$ cat src/rtl/twi_pkg.sv
package twi_pkg;
  typedef enum logic [2:0] {
    ST_IDLE,
    ST_RX,
    ST_ACK,
    ST_TX,
    ST_MACK
  } st_e;

  typedef enum logic [1:0] {
    RX_CTRL,
    RX_WADDR,
    RX_DATA
  } rx_e;

  localparam logic [3:0] DEV_CODE = 4'b1010;
endpackage

$ cat src/rtl/twi_sync.sv
module twi_sync #(
  parameter int NUM    = 2,
  parameter int STAGES = 2
) (
  input  logic           clk_i,
  input  logic           rst_ni,
  input  logic [NUM-1:0] raw_i,
  output logic [NUM-1:0] lvl_o,
  output logic [NUM-1:0] prv_o
);
  for (genvar g = 0; g < NUM; g++) begin : g_line
    logic [STAGES:0] chain_q;
    always_ff @(posedge clk_i or negedge rst_ni) begin
      if (!rst_ni) chain_q <= '1;   // idle bus is high
      else         chain_q <= {chain_q[STAGES-1:0], raw_i[g]};
    end
    assign lvl_o[g] = chain_q[STAGES-1];
    assign prv_o[g] = chain_q[STAGES];
  end
endmodule

$ cat src/rtl/twi_cond_detect.sv
module twi_cond_detect (
  input  logic scl_lvl_i,
  input  logic scl_prv_i,
  input  logic sda_lvl_i,
  input  logic sda_prv_i,
  output logic start_o,
  output logic stop_o,
  output logic scl_rise_o,
  output logic scl_fall_o
);
  logic scl_high;
  assign scl_high   = scl_lvl_i & scl_prv_i;
  assign start_o    = scl_high & sda_prv_i & ~sda_lvl_i;
  assign stop_o     = scl_high & ~sda_prv_i & sda_lvl_i;
  assign scl_rise_o = scl_lvl_i & ~scl_prv_i;
  assign scl_fall_o = ~scl_lvl_i & scl_prv_i;
endmodule

$ cat src/rtl/twi_addr_ptr.sv
module twi_addr_ptr #(
  parameter int AW   = 10,
  parameter int PW   = 4,
  parameter int SEGW = 2,
  localparam int WW  = AW - SEGW
) (
  input  logic            clk_i,
  input  logic            rst_ni,
  input  logic            ld_seg_i,
  input  logic [SEGW-1:0] seg_i,
  input  logic            ld_word_i,
  input  logic [WW-1:0]   word_i,
  input  logic            inc_page_i,
  input  logic            inc_lin_i,
  output logic [AW-1:0]   ptr_o
);
  logic [AW-1:0] ptr_q;

  always_ff @(posedge clk_i or negedge rst_ni) begin
    if (!rst_ni)         ptr_q <= '0;
    else if (ld_seg_i)   ptr_q[AW-1 -: SEGW] <= seg_i;
    else if (ld_word_i)  ptr_q[WW-1:0] <= word_i;
    else if (inc_page_i) ptr_q[PW-1:0] <= ptr_q[PW-1:0] + 1'b1;
    else if (inc_lin_i)  ptr_q <= ptr_q + 1'b1;
  end

  assign ptr_o = ptr_q;

  assert_page_wrap_R5: assert property (@(posedge clk_i) disable iff (!rst_ni)
    inc_page_i |=> (ptr_q[AW-1:PW] == $past(ptr_q[AW-1:PW])) &&
                   (ptr_q[PW-1:0] == $past(ptr_q[PW-1:0]) + 1'b1));

  assert_linear_inc_R8: assert property (@(posedge clk_i) disable iff (!rst_ni)
    (inc_lin_i && !inc_page_i && !ld_seg_i && !ld_word_i) |=> ptr_q == $past(ptr_q) + 1'b1);
endmodule

$ cat src/rtl/twi_eeprom_slave.sv
module twi_eeprom_slave
  import twi_pkg::*;
#(
  parameter int AW = 10,
  parameter int PW = 4,
  localparam int SEGW = AW - 8,
  localparam int CSW  = 3 - SEGW
) (
  input  logic           clk_i,
  input  logic           rst_ni,
  input  logic           scl_i,
  input  logic           sda_i,
  output logic           sda_oe_o,
  input  logic [CSW-1:0] chip_sel_i,
  input  logic           wp_i,
  input  logic           busy_i,
  output logic [AW-1:0]  rd_addr_o,
  output logic           rd_req_o,
  input  logic [7:0]     rd_data_i,
  output logic           pb_wr_o,
  output logic [AW-1:0]  pb_addr_o,
  output logic [7:0]     pb_data_o,
  output logic           prog_start_o
);
  logic [1:0] lvl, prv;
  logic scl_lvl, sda_lvl;
  logic start, stop, scl_rise, scl_fall;

  twi_sync #(.NUM(2), .STAGES(2)) u_sync (
    .clk_i (clk_i),
    .rst_ni(rst_ni),
    .raw_i ({sda_i, scl_i}),
    .lvl_o (lvl),
    .prv_o (prv)
  );

  assign scl_lvl = lvl[0];
  assign sda_lvl = lvl[1];

  twi_cond_detect u_cond (
    .scl_lvl_i (lvl[0]),
    .scl_prv_i (prv[0]),
    .sda_lvl_i (lvl[1]),
    .sda_prv_i (prv[1]),
    .start_o   (start),
    .stop_o    (stop),
    .scl_rise_o(scl_rise),
    .scl_fall_o(scl_fall)
  );

  st_e        st_q;
  rx_e        rx_kind_q, nxt_rx_q;
  logic [2:0] cnt_q;
  logic       byte_full_q;
  logic [7:0] rx_sh_q, tx_sh_q;
  logic       sda_oe_q, go_tx_q, wr_pend_q, macked_q, ack_ctrl_q;
  logic       pb_wr_q, prog_q, rd_req_q;
  logic [AW-1:0] pb_addr_q;
  logic [7:0] pb_data_q;
  logic [AW-1:0] ptr;

  logic quiet, rx_done, dev_ok, ctrl_ack;
  logic ld_seg, ld_word, inc_page, tx_load;

  always_comb begin
    quiet    = !start && !stop;
    rx_done  = quiet && (st_q == ST_RX) && byte_full_q && scl_fall;
    dev_ok   = (rx_sh_q[7:4] == DEV_CODE) && (rx_sh_q[3 -: CSW] == chip_sel_i);
    ctrl_ack = dev_ok && !busy_i;
    ld_seg   = rx_done && (rx_kind_q == RX_CTRL) && ctrl_ack;
    ld_word  = rx_done && (rx_kind_q == RX_WADDR);
    inc_page = rx_done && (rx_kind_q == RX_DATA) && !wp_i;
    tx_load  = quiet && scl_fall &&
               (((st_q == ST_ACK) && go_tx_q) || ((st_q == ST_MACK) && macked_q));
  end

  twi_addr_ptr #(.AW(AW), .PW(PW), .SEGW(SEGW)) u_ptr (
    .clk_i     (clk_i),
    .rst_ni    (rst_ni),
    .ld_seg_i  (ld_seg),
    .seg_i     (rx_sh_q[SEGW:1]),
    .ld_word_i (ld_word),
    .word_i    (rx_sh_q),
    .inc_page_i(inc_page),
    .inc_lin_i (tx_load),
    .ptr_o     (ptr)
  );

  always_ff @(posedge clk_i or negedge rst_ni) begin
    if (!rst_ni) begin
      st_q        <= ST_IDLE;
      rx_kind_q   <= RX_CTRL;
      nxt_rx_q    <= RX_CTRL;
      cnt_q       <= '0;
      byte_full_q <= 1'b0;
      rx_sh_q     <= '0;
      tx_sh_q     <= '0;
      sda_oe_q    <= 1'b0;
      go_tx_q     <= 1'b0;
      wr_pend_q   <= 1'b0;
      macked_q    <= 1'b0;
      ack_ctrl_q  <= 1'b0;
      pb_wr_q     <= 1'b0;
      pb_addr_q   <= '0;
      pb_data_q   <= '0;
      prog_q      <= 1'b0;
      rd_req_q    <= 1'b0;
    end else begin
      pb_wr_q  <= 1'b0;
      prog_q   <= 1'b0;
      rd_req_q <= 1'b0;
      if (start) begin
        st_q        <= ST_RX;
        rx_kind_q   <= RX_CTRL;
        cnt_q       <= '0;
        byte_full_q <= 1'b0;
        sda_oe_q    <= 1'b0;
        wr_pend_q   <= 1'b0;
        ack_ctrl_q  <= 1'b0;
      end else if (stop) begin
        st_q       <= ST_IDLE;
        sda_oe_q   <= 1'b0;
        prog_q     <= wr_pend_q;
        wr_pend_q  <= 1'b0;
        ack_ctrl_q <= 1'b0;
      end else begin
        unique case (st_q)
          ST_RX: begin
            if (scl_rise && !byte_full_q) begin
              rx_sh_q <= {rx_sh_q[6:0], sda_lvl};
              cnt_q   <= cnt_q + 1'b1;
              if (cnt_q == 3'd7) byte_full_q <= 1'b1;
            end else if (rx_done) begin
              byte_full_q <= 1'b0;
              cnt_q       <= '0;
              unique case (rx_kind_q)
                RX_CTRL: begin
                  if (ctrl_ack) begin
                    sda_oe_q   <= 1'b1;
                    st_q       <= ST_ACK;
                    ack_ctrl_q <= 1'b1;
                    go_tx_q    <= rx_sh_q[0];
                    nxt_rx_q   <= RX_WADDR;
                  end else begin
                    st_q <= ST_IDLE;
                  end
                end
                RX_WADDR: begin
                  sda_oe_q <= 1'b1;
                  st_q     <= ST_ACK;
                  go_tx_q  <= 1'b0;
                  nxt_rx_q <= RX_DATA;
                end
                default: begin
                  if (!wp_i) begin
                    sda_oe_q  <= 1'b1;
                    st_q      <= ST_ACK;
                    go_tx_q   <= 1'b0;
                    nxt_rx_q  <= RX_DATA;
                    wr_pend_q <= 1'b1;
                    pb_wr_q   <= 1'b1;
                    pb_addr_q <= ptr;
                    pb_data_q <= rx_sh_q;
                  end else begin
                    st_q <= ST_IDLE;
                  end
                end
              endcase
            end
          end
          ST_ACK: begin
            if (scl_fall) begin
              ack_ctrl_q <= 1'b0;
              if (!go_tx_q) begin
                sda_oe_q  <= 1'b0;
                st_q      <= ST_RX;
                rx_kind_q <= nxt_rx_q;
              end
            end
          end
          ST_TX: begin
            if (scl_fall) begin
              if (cnt_q == 3'd7) begin
                sda_oe_q <= 1'b0;   // hand the line to the master for its ack bit
                st_q     <= ST_MACK;
              end else begin
                cnt_q    <= cnt_q + 1'b1;
                tx_sh_q  <= {tx_sh_q[6:0], 1'b0};
                sda_oe_q <= ~tx_sh_q[6];
              end
            end
          end
          ST_MACK: begin
            if (scl_rise) macked_q <= ~sda_lvl;
            else if (scl_fall && !macked_q) st_q <= ST_IDLE;
          end
          default: ;
        endcase
        if (tx_load) begin
          st_q     <= ST_TX;
          tx_sh_q  <= rd_data_i;
          sda_oe_q <= ~rd_data_i[7];
          cnt_q    <= '0;
          rd_req_q <= 1'b1;
          macked_q <= 1'b0;
        end
      end
    end
  end

  assign sda_oe_o     = sda_oe_q;
  assign rd_addr_o    = ptr;
  assign rd_req_o     = rd_req_q;
  assign pb_wr_o      = pb_wr_q;
  assign pb_addr_o    = pb_addr_q;
  assign pb_data_o    = pb_data_q;
  assign prog_start_o = prog_q;

  assert_drive_scl_low_R9: assert property (@(posedge clk_i) disable iff (!rst_ni)
    $rose(sda_oe_q) |-> !scl_lvl);

  assert_ctrl_ack_idle_R4: assert property (@(posedge clk_i) disable iff (!rst_ni)
    ($rose(sda_oe_q) && ack_ctrl_q) |-> !$past(busy_i));

  assert_ctrl_ack_code_R2: assert property (@(posedge clk_i) disable iff (!rst_ni)
    ($rose(sda_oe_q) && ack_ctrl_q) |-> ($past(rx_sh_q[7:4]) == DEV_CODE));

  assert_prog_on_stop_R6: assert property (@(posedge clk_i) disable iff (!rst_ni)
    prog_start_o |-> $past(stop));

  assert_no_pb_wp_R7: assert property (@(posedge clk_i) disable iff (!rst_ni)
    pb_wr_o |-> !$past(wp_i));

  assert_prog_single_R6: assert property (@(posedge clk_i) disable iff (!rst_ni)
    prog_start_o |=> !prog_start_o);
endmodule

$ cat config.mk
export PLATFORM = sky130hd
export DESIGN_NAME = twi_eeprom_slave
export DESIGN_NICKNAME = d
export VERILOG_FILES = /design/src/rtl/twi_pkg.sv /design/src/rtl/twi_sync.sv /design/src/rtl/twi_cond_detect.sv /design/src/rtl/twi_addr_ptr.sv /design/src/rtl/twi_eeprom_slave.sv
export SDC_FILE = /design/constraint.sdc
export NUM_CORES = 1
export LEC_CHECK = 0
export BUFFER_PORTS_ARGS = -buffer_cell sky130_fd_sc_hd__buf_2
export CAP_MARGIN = 40
export CORE_MARGIN = 4
export CORE_UTILIZATION = 61
export DETAILED_ROUTE_END_ITERATION = 6
export GPL_TIMING_DRIVEN = 0
export PLACE_DENSITY = 0.94
export SYNTH_ARGS = -nofsm -noshare
export SYNTH_HDL_FRONTEND = slang
export SYNTH_HIERARCHICAL = 1
export SYNTH_SLANG_ARGS = --single-unit
$ cat constraint.sdc
create_clock -name clk_i -period 8 [get_ports clk_i]
set_clock_uncertainty 0.1 [all_clocks]
set_input_delay 0.8 -clock clk_i [delete_from_list [all_inputs] [get_ports clk_i]]
set_output_delay 0.8 -clock clk_i [all_outputs]
set_load 0.005 [all_outputs]
---- Yosys cells after proc, flatten, opt, wreduce, memory -nomap -nowiden ----
Cells that the tools add are included.
word-level totals
  latch bits .............................. 0
  bits in read-only memories .............. 0
  word-level logic and storage cells ...... 217
  output and inout port bits .............. 32
  bits in registers ....................... 67
  memories ................................ 0
  input port bits ......................... 15
  memory bits (writable) .................. 0
operators by class
  bitwise logic cells ..................... 19
  divide/modulo/power cells ............... 0
  $mul .................................... 0
  reductions and logical operators ........ 56
  order comparisons ....................... 0
  mux-type cells .......................... 84
  shift operators ......................... 0
  add/subtract/negate cells ............... 3
  equal/unequal tests ..................... 34
operators by type and width
  operator                                       number
  2-to-1 mux 3 bit                               18
  2-to-1 mux 1 bit                               40
  != test 5 bit, second input constant           7
  2-to-1 mux 7 bit                               4
  2-to-1 mux 2 bit                               11
  nonzero test 2 bit                             9
  logical AND 1 bit                              17
  AND reduction 4 bit                            4
  AND reduction 5 bit                            3
  != test 2 bit, second input constant           7
  AND reduction 7 bit                            2
  inverter 1 bit                                 12
  one-hot mux 3 bit (2 select lines)             2
  one-hot mux 3 bit (4 select lines)             1
  nonzero test 3 bit                             4
  adder 10 x 1 -> 10 bit, second input constant  1
  2-to-1 mux 10 bit                              1
  != test 5 x 4 -> 1 bit, second input constant  2
  != test 3 x 1 -> 1 bit, second input constant  3
  AND reduction 9 bit                            1
  2-to-1 mux 8 bit                               1
  != test 4 bit, second input constant           2
  AND reduction 8 bit                            1
  bitwise AND 1 bit                              7
  27 further kinds                               36

---- Depth between registers and ports, before layout ----
Gate-level depths: netlist (run 1).
  depth in word-level cells ............... 14
  mapped depth ............................ 12
  depth with buffers taken out ............ 9

---- Cells and area by module ----
The synthesis (run 1) kept the hierarchy.
by module, submodules not included
  module            sequential area each (µm²)  cells an instance  instances  area an instance (µm²)
  twi_eeprom_slave  1276.2                      201                1          2417.3
  twi_addr_ptr      250.2                       73                 1          658.1
  twi_sync          157.7                       10                 1          187.7
  twi_cond_detect   0.0                         4                  1          32.5

---- Worst setup path after synthesis (run 1) ----
No wires, ideal clock.
  path kind ............................... register to register
  start ................................... register u_sync.g_line[1].chain_q[1]
  end ..................................... register u_ptr.ptr_q[9], in the netlist u_ptr/ptr_o[9]
  data required time ...................... 7775 ps
  data arrival time ....................... 2752 ps
  stages on the path, launching flop included .. 13
  path slack .............................. 5023 ps
  buffers on the path ..................... 3
  cells stage by stage .................... dfstp_2 -> buf_4 -> and4b_1 -> clkbuf_1 -> nor3b_4 -> nand3_2 -> or3b_4 -> buf_6 -> nor2_1 -> nand4bb_4 -> nor4_4 -> xor2_1 -> mux2_2
between the ends
  word-level cells in the longest chain between the ends .. 11
  elaborated cells between the ends (all ways) .. 21
  classes of those cells .................. eq/ne: 2; mux: 1; bitwise: 3; reduce/logical: 15
ends and longest elaborated chain
  item                                  line                    text
  from (decl)                           twi_sync.sv:12          logic [STAGES:0] chain_q;
  from (signal assigned)                twi_sync.sv:15          else chain_q <= {chain_q[STAGES-1:0], raw_i[g]};
  inverter 1 bit                        twi_cond_detect.sv:13   assign start_o = scl_high & sda_prv_i & ~sda_lvl_i;
  bitwise AND 1 bit                     twi_cond_detect.sv:13
  via start                             twi_eeprom_slave.sv:27  logic start, stop, scl_rise, scl_fall;
  zero test 1 bit                       twi_eeprom_slave.sv:66  quiet = !start && !stop;
  logical AND 1 bit                     twi_eeprom_slave.sv:66
  logical AND 1 bit (3 in a row)        twi_eeprom_slave.sv:67  rx_done = quiet && (st_q == ST_RX) && byte_full_q && scl_fall;
  logical AND 1 bit (2 in a row)        twi_eeprom_slave.sv:72  inc_page = rx_done && (rx_kind_q == RX_DATA) && !wp_i;
  via inc_page                          twi_eeprom_slave.sv:63  logic ld_seg, ld_word, inc_page, tx_load;
  != test 2 bit (no source line)        --
  AND reduction 3 bit (no source line)  --
  to (signal, indexed assignment)       twi_addr_ptr.sv:22      else if (ld_word_i) ptr_q[WW-1:0] <= word_i;
  to (signal, indexed assignment)       twi_addr_ptr.sv:23      else if (inc_page_i) ptr_q[PW-1:0] <= ptr_q[PW-1:0] + 1'b1;
  to (signal assigned)                  twi_addr_ptr.sv:24      else if (inc_lin_i) ptr_q <= ptr_q + 1'b1;
  to (decl)                             twi_addr_ptr.sv:17      logic [AW-1:0] ptr_q;
The timed path passes the listed nets, and every way through them passes these cells.
A chain may end at the register's enable or synchronous reset.

---- Worst setup path after layout (run 1) ----
  start ................................... register u_sync.g_line[0].chain_q[2]
  end ..................................... register u_ptr.ptr_q[9], in the netlist u_ptr/ptr_o[9]
between the ends
  elaborated cells between the ends (all ways) .. 24
  classes of those cells .................. eq/ne: 2; mux: 1; bitwise: 6; reduce/logical: 15
RTL lines
  item                                  line                    text
  from (decl)                           twi_sync.sv:12
  from (signal assigned)                twi_sync.sv:15
  bitwise AND 1 bit                     twi_cond_detect.sv:16   assign scl_fall_o = ~scl_lvl_i & scl_prv_i;
  via scl_fall                          twi_eeprom_slave.sv:27
  logical AND 1 bit                     twi_eeprom_slave.sv:67
  logical AND 1 bit (2 in a row)        twi_eeprom_slave.sv:72
  via inc_page                          twi_eeprom_slave.sv:63
  != test 2 bit (no source line)        --
  AND reduction 3 bit (no source line)  --
The timed path passes the listed nets, and every way through them passes these cells.

==> results of run 1 <==
-- layout make-up --
type | count | area, um^2
timing repair buffer | 46 | 233
sequential | 67 | 1680
tap | 70 | 87.6
buffer | 14 | 90.1
fill | 364 | 1340
clock inverter | 3 | 45.0
inverter | 12 | 45.0
multi-input combinational | 195 | 1480
clock buffer | 13 | 169
-- kinds of logic after synthesis --
| group | after synthesis |
|---|---|
| AO/OA/AOI/OAI | 62 |
| XOR/XNOR | 3 |
| adder cells (fa/ha/maj) | 3 |
| buffers and inverters | 26 |
| flip-flops | 67 |
| multiplexers | 36 |
| AND/OR/NAND/NOR | 91 |
-- sequential cells by signal (all words and copies together) (netlist names) --
register,flops
tx_sh_q,7
cnt_q,3
rx_sh_q,8
rx_kind_q,2
go_tx_q,1
byte_full_q,1
st_q,3
pb_addr_o,10
rd_req_o,1
sda_oe_o,1
wr_pend_q,1
pb_wr_o,1
nxt_rx_q,2
prog_start_o,1
u_sync/g_line.chain_q,6
u_ptr/ptr_o,10
pb_data_o,8
macked_q,1
-- synthesized netlist by cell type, types with 2 or more instances --
master / instances
clkbuf_1: 2
dfrtp_1: 61
nor4_1: 2
nand2b_1: 2
mux2i_1: 7
nor2b_1: 5
buf_4: 5
o21ai_1: 2
nor3_1: 7
nor2_1: 30
mux2_4: 18
xor2_1: 2
buf_2: 3
buf_6: 2
nor3b_1: 3
o22ai_1: 6
buf_1: 2
dfstp_2: 6
a211oi_1: 4
nand2_1: 10
ha_1: 3
nand4_1: 4
inv_1: 10
or4_1: 2
a21oi_1: 25
and4b_1: 2
o21ai_0: 10
o21bai_1: 2
nand3_1: 5
o211ai_1: 2
nor4bb_1: 2
a22o_1: 2
mux2_2: 11
o21a_1: 2
inv_2: 2
-- power groups by stage --
stage | registers, mW | logic, mW | clock network (mW)
3_3_place_gp | 0.443 | 0.190 | 0
2_1_floorplan | 0.433 | 0.146 | 0
6_report | 0.443 | 0.199 | 0.294
3_5_place_dp | 0.448 | 0.198 | 0
4_1_cts | 0.442 | 0.200 | 0.297
5_1_grt | 0.450 | 0.230 | 0.313
-- worst paths after layout --
kind	from	end	cells after the start
worst max register to register	u_sync/g_line[0].chain_q[2]$_DFF_PN1_	u_ptr/ptr_o[9]$_DFFE_PN0P_	11
worst min register to register	u_sync/g_line[1].chain_q[0]$_DFF_PN1_	u_sync/g_line[1].chain_q[1]$_DFF_PN1_	0
max in group asynchronous	rst_ni	cnt_q[2]$_DFFE_PN0P_	1
worst max-delay path	u_sync/g_line[0].chain_q[2]$_DFF_PN1_	u_ptr/ptr_o[9]$_DFFE_PN0P_	11
min in group asynchronous	rst_ni	rx_sh_q[2]$_DFFE_PN0P_	1
worst min-delay path	u_sync/g_line[1].chain_q[0]$_DFF_PN1_	u_sync/g_line[1].chain_q[1]$_DFF_PN1_	0
-- per-stage QoR --
step | std cells | hold slack (ns) | worst slack, ns | area, um^2 | util [%]
after floorplan | 288 | 0.245 | 5.02 | 3300 | -
after global placement | 404 | 0.247 | 4.62 | 3610 | 69.9
after detailed placement | 404 | 0.247 | 4.59 | 3620 | 69.9
after CTS | 420 | 0.257 | 4.58 | 3830 | 74.0
after global routing | 420 | 0.266 | 4.35 | 3830 | 74.0
final | 420 | 0.255 | 4.61 | 3830 | 74.0
-- routing by layer --
metal | global-route usage, % | part of all wire [%] | vias up
met5 | 0 | 0 | -
met4 | 9.63 | 1.7 | 0
met3 | 4.71 | 5.7 | 15
met2 | 38.8 | 47 | 91
met1 | 33.3 | 45 | 1228
li1 | - | - | 1160
-- critical path: cells and delay by family, from the launching register on --
| family | cells | cell delay (ns) |
|---|---|---|
| simple gates | 7 | 1.97 |
| xor+xnor | 1 | 0.14 |
| mux | 1 | 0.27 |
| buf+inv | 2 | 0.28 |
| flops | 1 | 0.52 |
==> flow_summary.ini, run 1 <==
[outcome]
status = completed

[finish]
layout-drive-gt1-share_pct = 34.0
final_cell_mix = 61 x dfrtp_1, 48 x buf_2, 30 x nor2_1
finalNetCount = 363
mostFrequentLayoutCell = dfrtp_1
antenna_cells = 0
area_growth_syn_to_layout_pct = 16.2

[place]
dp_hpwl_mm = 5.13
gp_congestion = 0.914
portBuffers = 46

[detailed_routing]
dr_total_vias = 2494
wl_per_cell_um = 17.2
drt_wl_total_mm = 7.21
antenna_left = 0
drc = 0
firstDrtPassIters = 4
drt-initial-drc-count = 236
routed_via_density = 5.94

[grt]
grt_usage_pct = 24.5
grt-ovfl-total = 0
antenna_found_initial = 0
first_global_vias = 2549
grt_max_degree = 68
grt_pass1_wl_mm = 12.2

[cts]
cts-buffers-inserted = 9
cts_resized = 0
cts_buffer_depth = 2
cts_hold_buf = 0
clock_latency_ns = 0.35
cts_tree = done
cts_setup_buffers = 0
clock-root-buffer = clkbuf_8
h-tree-depth = 3
cts.clk_slew.worst_paths_ns = 0.07
clock_sinks = 67

[sta]
layout_min_cycle_time_ns = 3.39
max_slew_margin_pct = 46.6
fin_crit_sh_pct = 42.4
fmax_ghz = 0.295
report.final.slew_viol_count = 0
tightest_slew_ns = 0.800
rsz0062_at_grt = no
setup_violations = 0
tns_ns = 0
hold_viol = 0

[setup_path]
path_cells = buf_4 -> nor2b_1 -> nor3b_4 -> nand3_2 -> or3b_4 -> buf_6 -> nor2_1 -> nand4bb_4 -> nor4_4 -> xor2_1 -> mux2_2
arrival_ns = 3.52
slowest_stage = dfstp_2
worstSetupPathType = register to register
worstSetupStartpointType = register
worstPathMaxFanout = 10
worst_path_largest_cell_delay_ns = 0.52
end_kind = register
worstPathRequired_ns = 8.13
reg2reg_slack_ns = 4.61

[pwr]
power.switching_uw = 286
vdd_ir_drop_max_v = 0.000197
powerDensity_nw_per_um2 = 244
pwr-share-comb_pct = 21.3
intPower_uw = 650
swShare_pct = 30.6
leakage_nw = 1.92
pwr-share-clk_pct = 31.4
p_seq_share_pct = 47.4
finalPower_uw = 936

[job]
maxCapViolCount = 0

[floorplanning]
pin_count = 47
die_h_um = 81.5
core_um2 = 5170
start_util_pct = 63.7
fp-row-count = 26
dieArea_um2 = 6640
die_w_um = 81.5

[synth]
synth-simple-area-share_pct = 17.2
synth-compound-area-share_pct = 11.6
yosysTopAreaCell = dfrtp_1
synthCells = 288
synthArstFlopShare_pct = 100
synth_fp_nets = 306
synth_top_area_share_pct = 46.3
yosysSeqAreaShare_pct = 51.1
syn_area_per_cell_um2 = 11.4
syn_area_um2 = 3300
synth-seq-cells = 67
yosysWarnings = 6
synth_edf_count = 0
synth_fa_ha_area_share_pct = 1.14
synth_xor_xnor_area_share_pct = 0.797
synthTopCellsByArea = dfrtp_1 46%, mux2_4 8.2%, dfstp_2 4.8%
synth-main-ff-cell = dfrtp_1
synth_top_family_by_area = simple AND/OR/NAND/NOR gates
synth_cell_types = 60
synthMuxAreaShare_pct = 14.1

[min_path]
min_path_type = register to register
No activity file was read; power rests on OpenSTA's default activity.
==> run 2: changes to the inputs <==
- CORE_UTILIZATION: 61 -> 51
- PLACE_DENSITY: 0.94 -> 0.85
- clock period: 8 -> 2.85 ns (I/O delays scaled with it)
==> flow_summary.ini, run 2 (synthesis gave the netlist of run 1 again) <==
[grt]
grt_pass1_wl_mm = 11.4
grt_usage_pct = 19.0
grt_max_degree = 68
grt-ovfl-total = 0
first_global_vias = 2380
antenna_found_initial = 0

[pwr]
pwr-share-clk_pct = 32.8
vdd_ir_drop_max_v = 0.000393
finalPower_mw = 2.68
swShare_pct = 30.4
p_seq_share_pct = 46.3
power.switching_uw = 815
powerDensity_nw_per_um2 = 672
leakage_nw = 1.99
pwr-share-comb_pct = 20.9
intPower_mw = 1.87

[floorplanning]
pin_count = 47
die_w_um = 88.4
die_h_um = 88.4
dieArea_um2 = 7810
start_util_pct = 52.2
fp-row-count = 29
core_um2 = 6310

[finish]
fin_cells = 439
fin_util_pct = 63.2
finalNetCount = 375
fill_cells = 493
layout-drive-gt1-share_pct = 37.6
area_growth_syn_to_layout_pct = 21.1
antenna_cells = 0
regArea_um2 = 1680
final_area_um2 = 3990
mostFrequentLayoutCell = dfrtp_1
final_cell_mix = 61 x dfrtp_1, 48 x buf_2, 29 x nor2_1
multiInputGateArea_um2 = 1500

[cts]
cts-buffers-inserted = 9
clock_latency_ns = 0.35
cts.clk_slew.worst_paths_ns = 0.07
cts_tree = done
clock_sinks = 67
h-tree-depth = 3
cts_buffer_depth = 2
clock-root-buffer = clkbuf_8

[setup_path]
arrival_ns = 2.89
worstSetupStartpointType = register
end_kind = register
worstPathMaxFanout = 8
worstPathRequired_ns = 3.01
worstSetupPathType = register to register

[place]
portBuffers = 46
dpl_cell_area_um2 = 3650
post-place-ws_ns = -0.331
gp_congestion = 0.952
place_inst = 411
dp_hpwl_mm = 4.85

[detailed_routing]
routed_via_density = 5.84
firstDrtPassIters = 5
drc = 0
dr_total_vias = 2563
drt_wl_total_mm = 7.29
maxUsedRoutingLayer = met4
wl_per_cell_um = 16.6
drt-met1-wl_mm = 3.20
wl_met2_mm = 3.43
drt-initial-drc-count = 298
dr_wl_met3_um = 421
antenna_left = 0

[outcome]
status = completed

[sta]
fmax_ghz = 0.367
whs_ns = 0.0538
max_slew_margin_pct = 45.5
fin_crit_sh_pct = 95.6
setup_violations = 0
tightest_slew_ns = 0.818
tns_ns = 0
hold_viol = 0
report.final.slew_viol_count = 0
layout_min_cycle_time_ns = 2.72
fin_ws_ns = 0.126

[job]
maxCapViolCount = 0

[min_path]
min_path_type = primary input to register
[run 2: what timing repair did]
item | in CTS | in global routing
setup endpoints to repair | 10 | 9
hold buffers | 3 | 0
endpoints found under the hold margin | 63 | 0
gates resized for setup | 2 | 6
setup buffers | 2 | 8
pin swaps | 1 | 4
[run 2: power by group through the flow]
stage	clock, mW	sequential [mW]	combinational (mW)
6_report	0.881	1.24	0.560
5_1_grt	0.940	1.26	0.634
4_1_cts	0.894	1.24	0.556
3_5_place_dp	0	1.25	0.550
3_3_place_gp	0	1.25	0.523
2_1_floorplan	0	1.22	0.410
[run 2: cell type report]
class                   instances  share of cell area [%]
plain buffers                  13                    2.41
clock buffers                  10                    3.45
clock inverters                 6                    2.23
inverters                      12                    1.13
multi-input cells             195                    37.7
flip-flops and latches         67                    42.2
well taps                      77                    2.41
repair buffers                 59                    8.47
[run 2: final timing paths]
kind                                                  startpoint                                     to  slack, ns  depth (start not counted)
setup reg to reg           u_sync/g_line[0].chain_q[2]$_DFF_PN1_             u_ptr/ptr_o[3]$_DFFE_PN0P_       0.13                         11
min in group asynchronous                                 rst_ni                   cnt_q[1]$_DFFE_PN0P_       0.47                          2
setup / recovery           u_sync/g_line[0].chain_q[2]$_DFF_PN1_             u_ptr/ptr_o[3]$_DFFE_PN0P_       0.13                         11
hold reg to reg            u_sync/g_line[1].chain_q[0]$_DFF_PN1_  u_sync/g_line[1].chain_q[1]$_DFF_PN1_       0.26                          0
max in group asynchronous                                 rst_ni             u_ptr/ptr_o[0]$_DFFE_PN0P_       1.64                          2
hold / removal                                      rd_data_i[0]                 tx_sh_q[0]$_DFFE_PN0P_       0.05                          3
[run 2: metal layers]
metal	vias up	track usage, %
met4	0	11.5
met1	1248	25.4
met3	24	3.26
met5	-	0
met2	115	28.9
li1	1176	-
[run 2: worst max-delay path, stage by stage (launching register included)]
cell and delay (ns):
dfstp_2 0.51, buf_4 0.11, nor2b_2 0.33, nor3b_4 0.29
nand3_2 0.09, buf_4 0.16, nor3b_2 0.23, buf_6 0.16
nor3_1 0.09, nor4_1 0.31, a21oi_1 0.09, o211ai_1 0.18
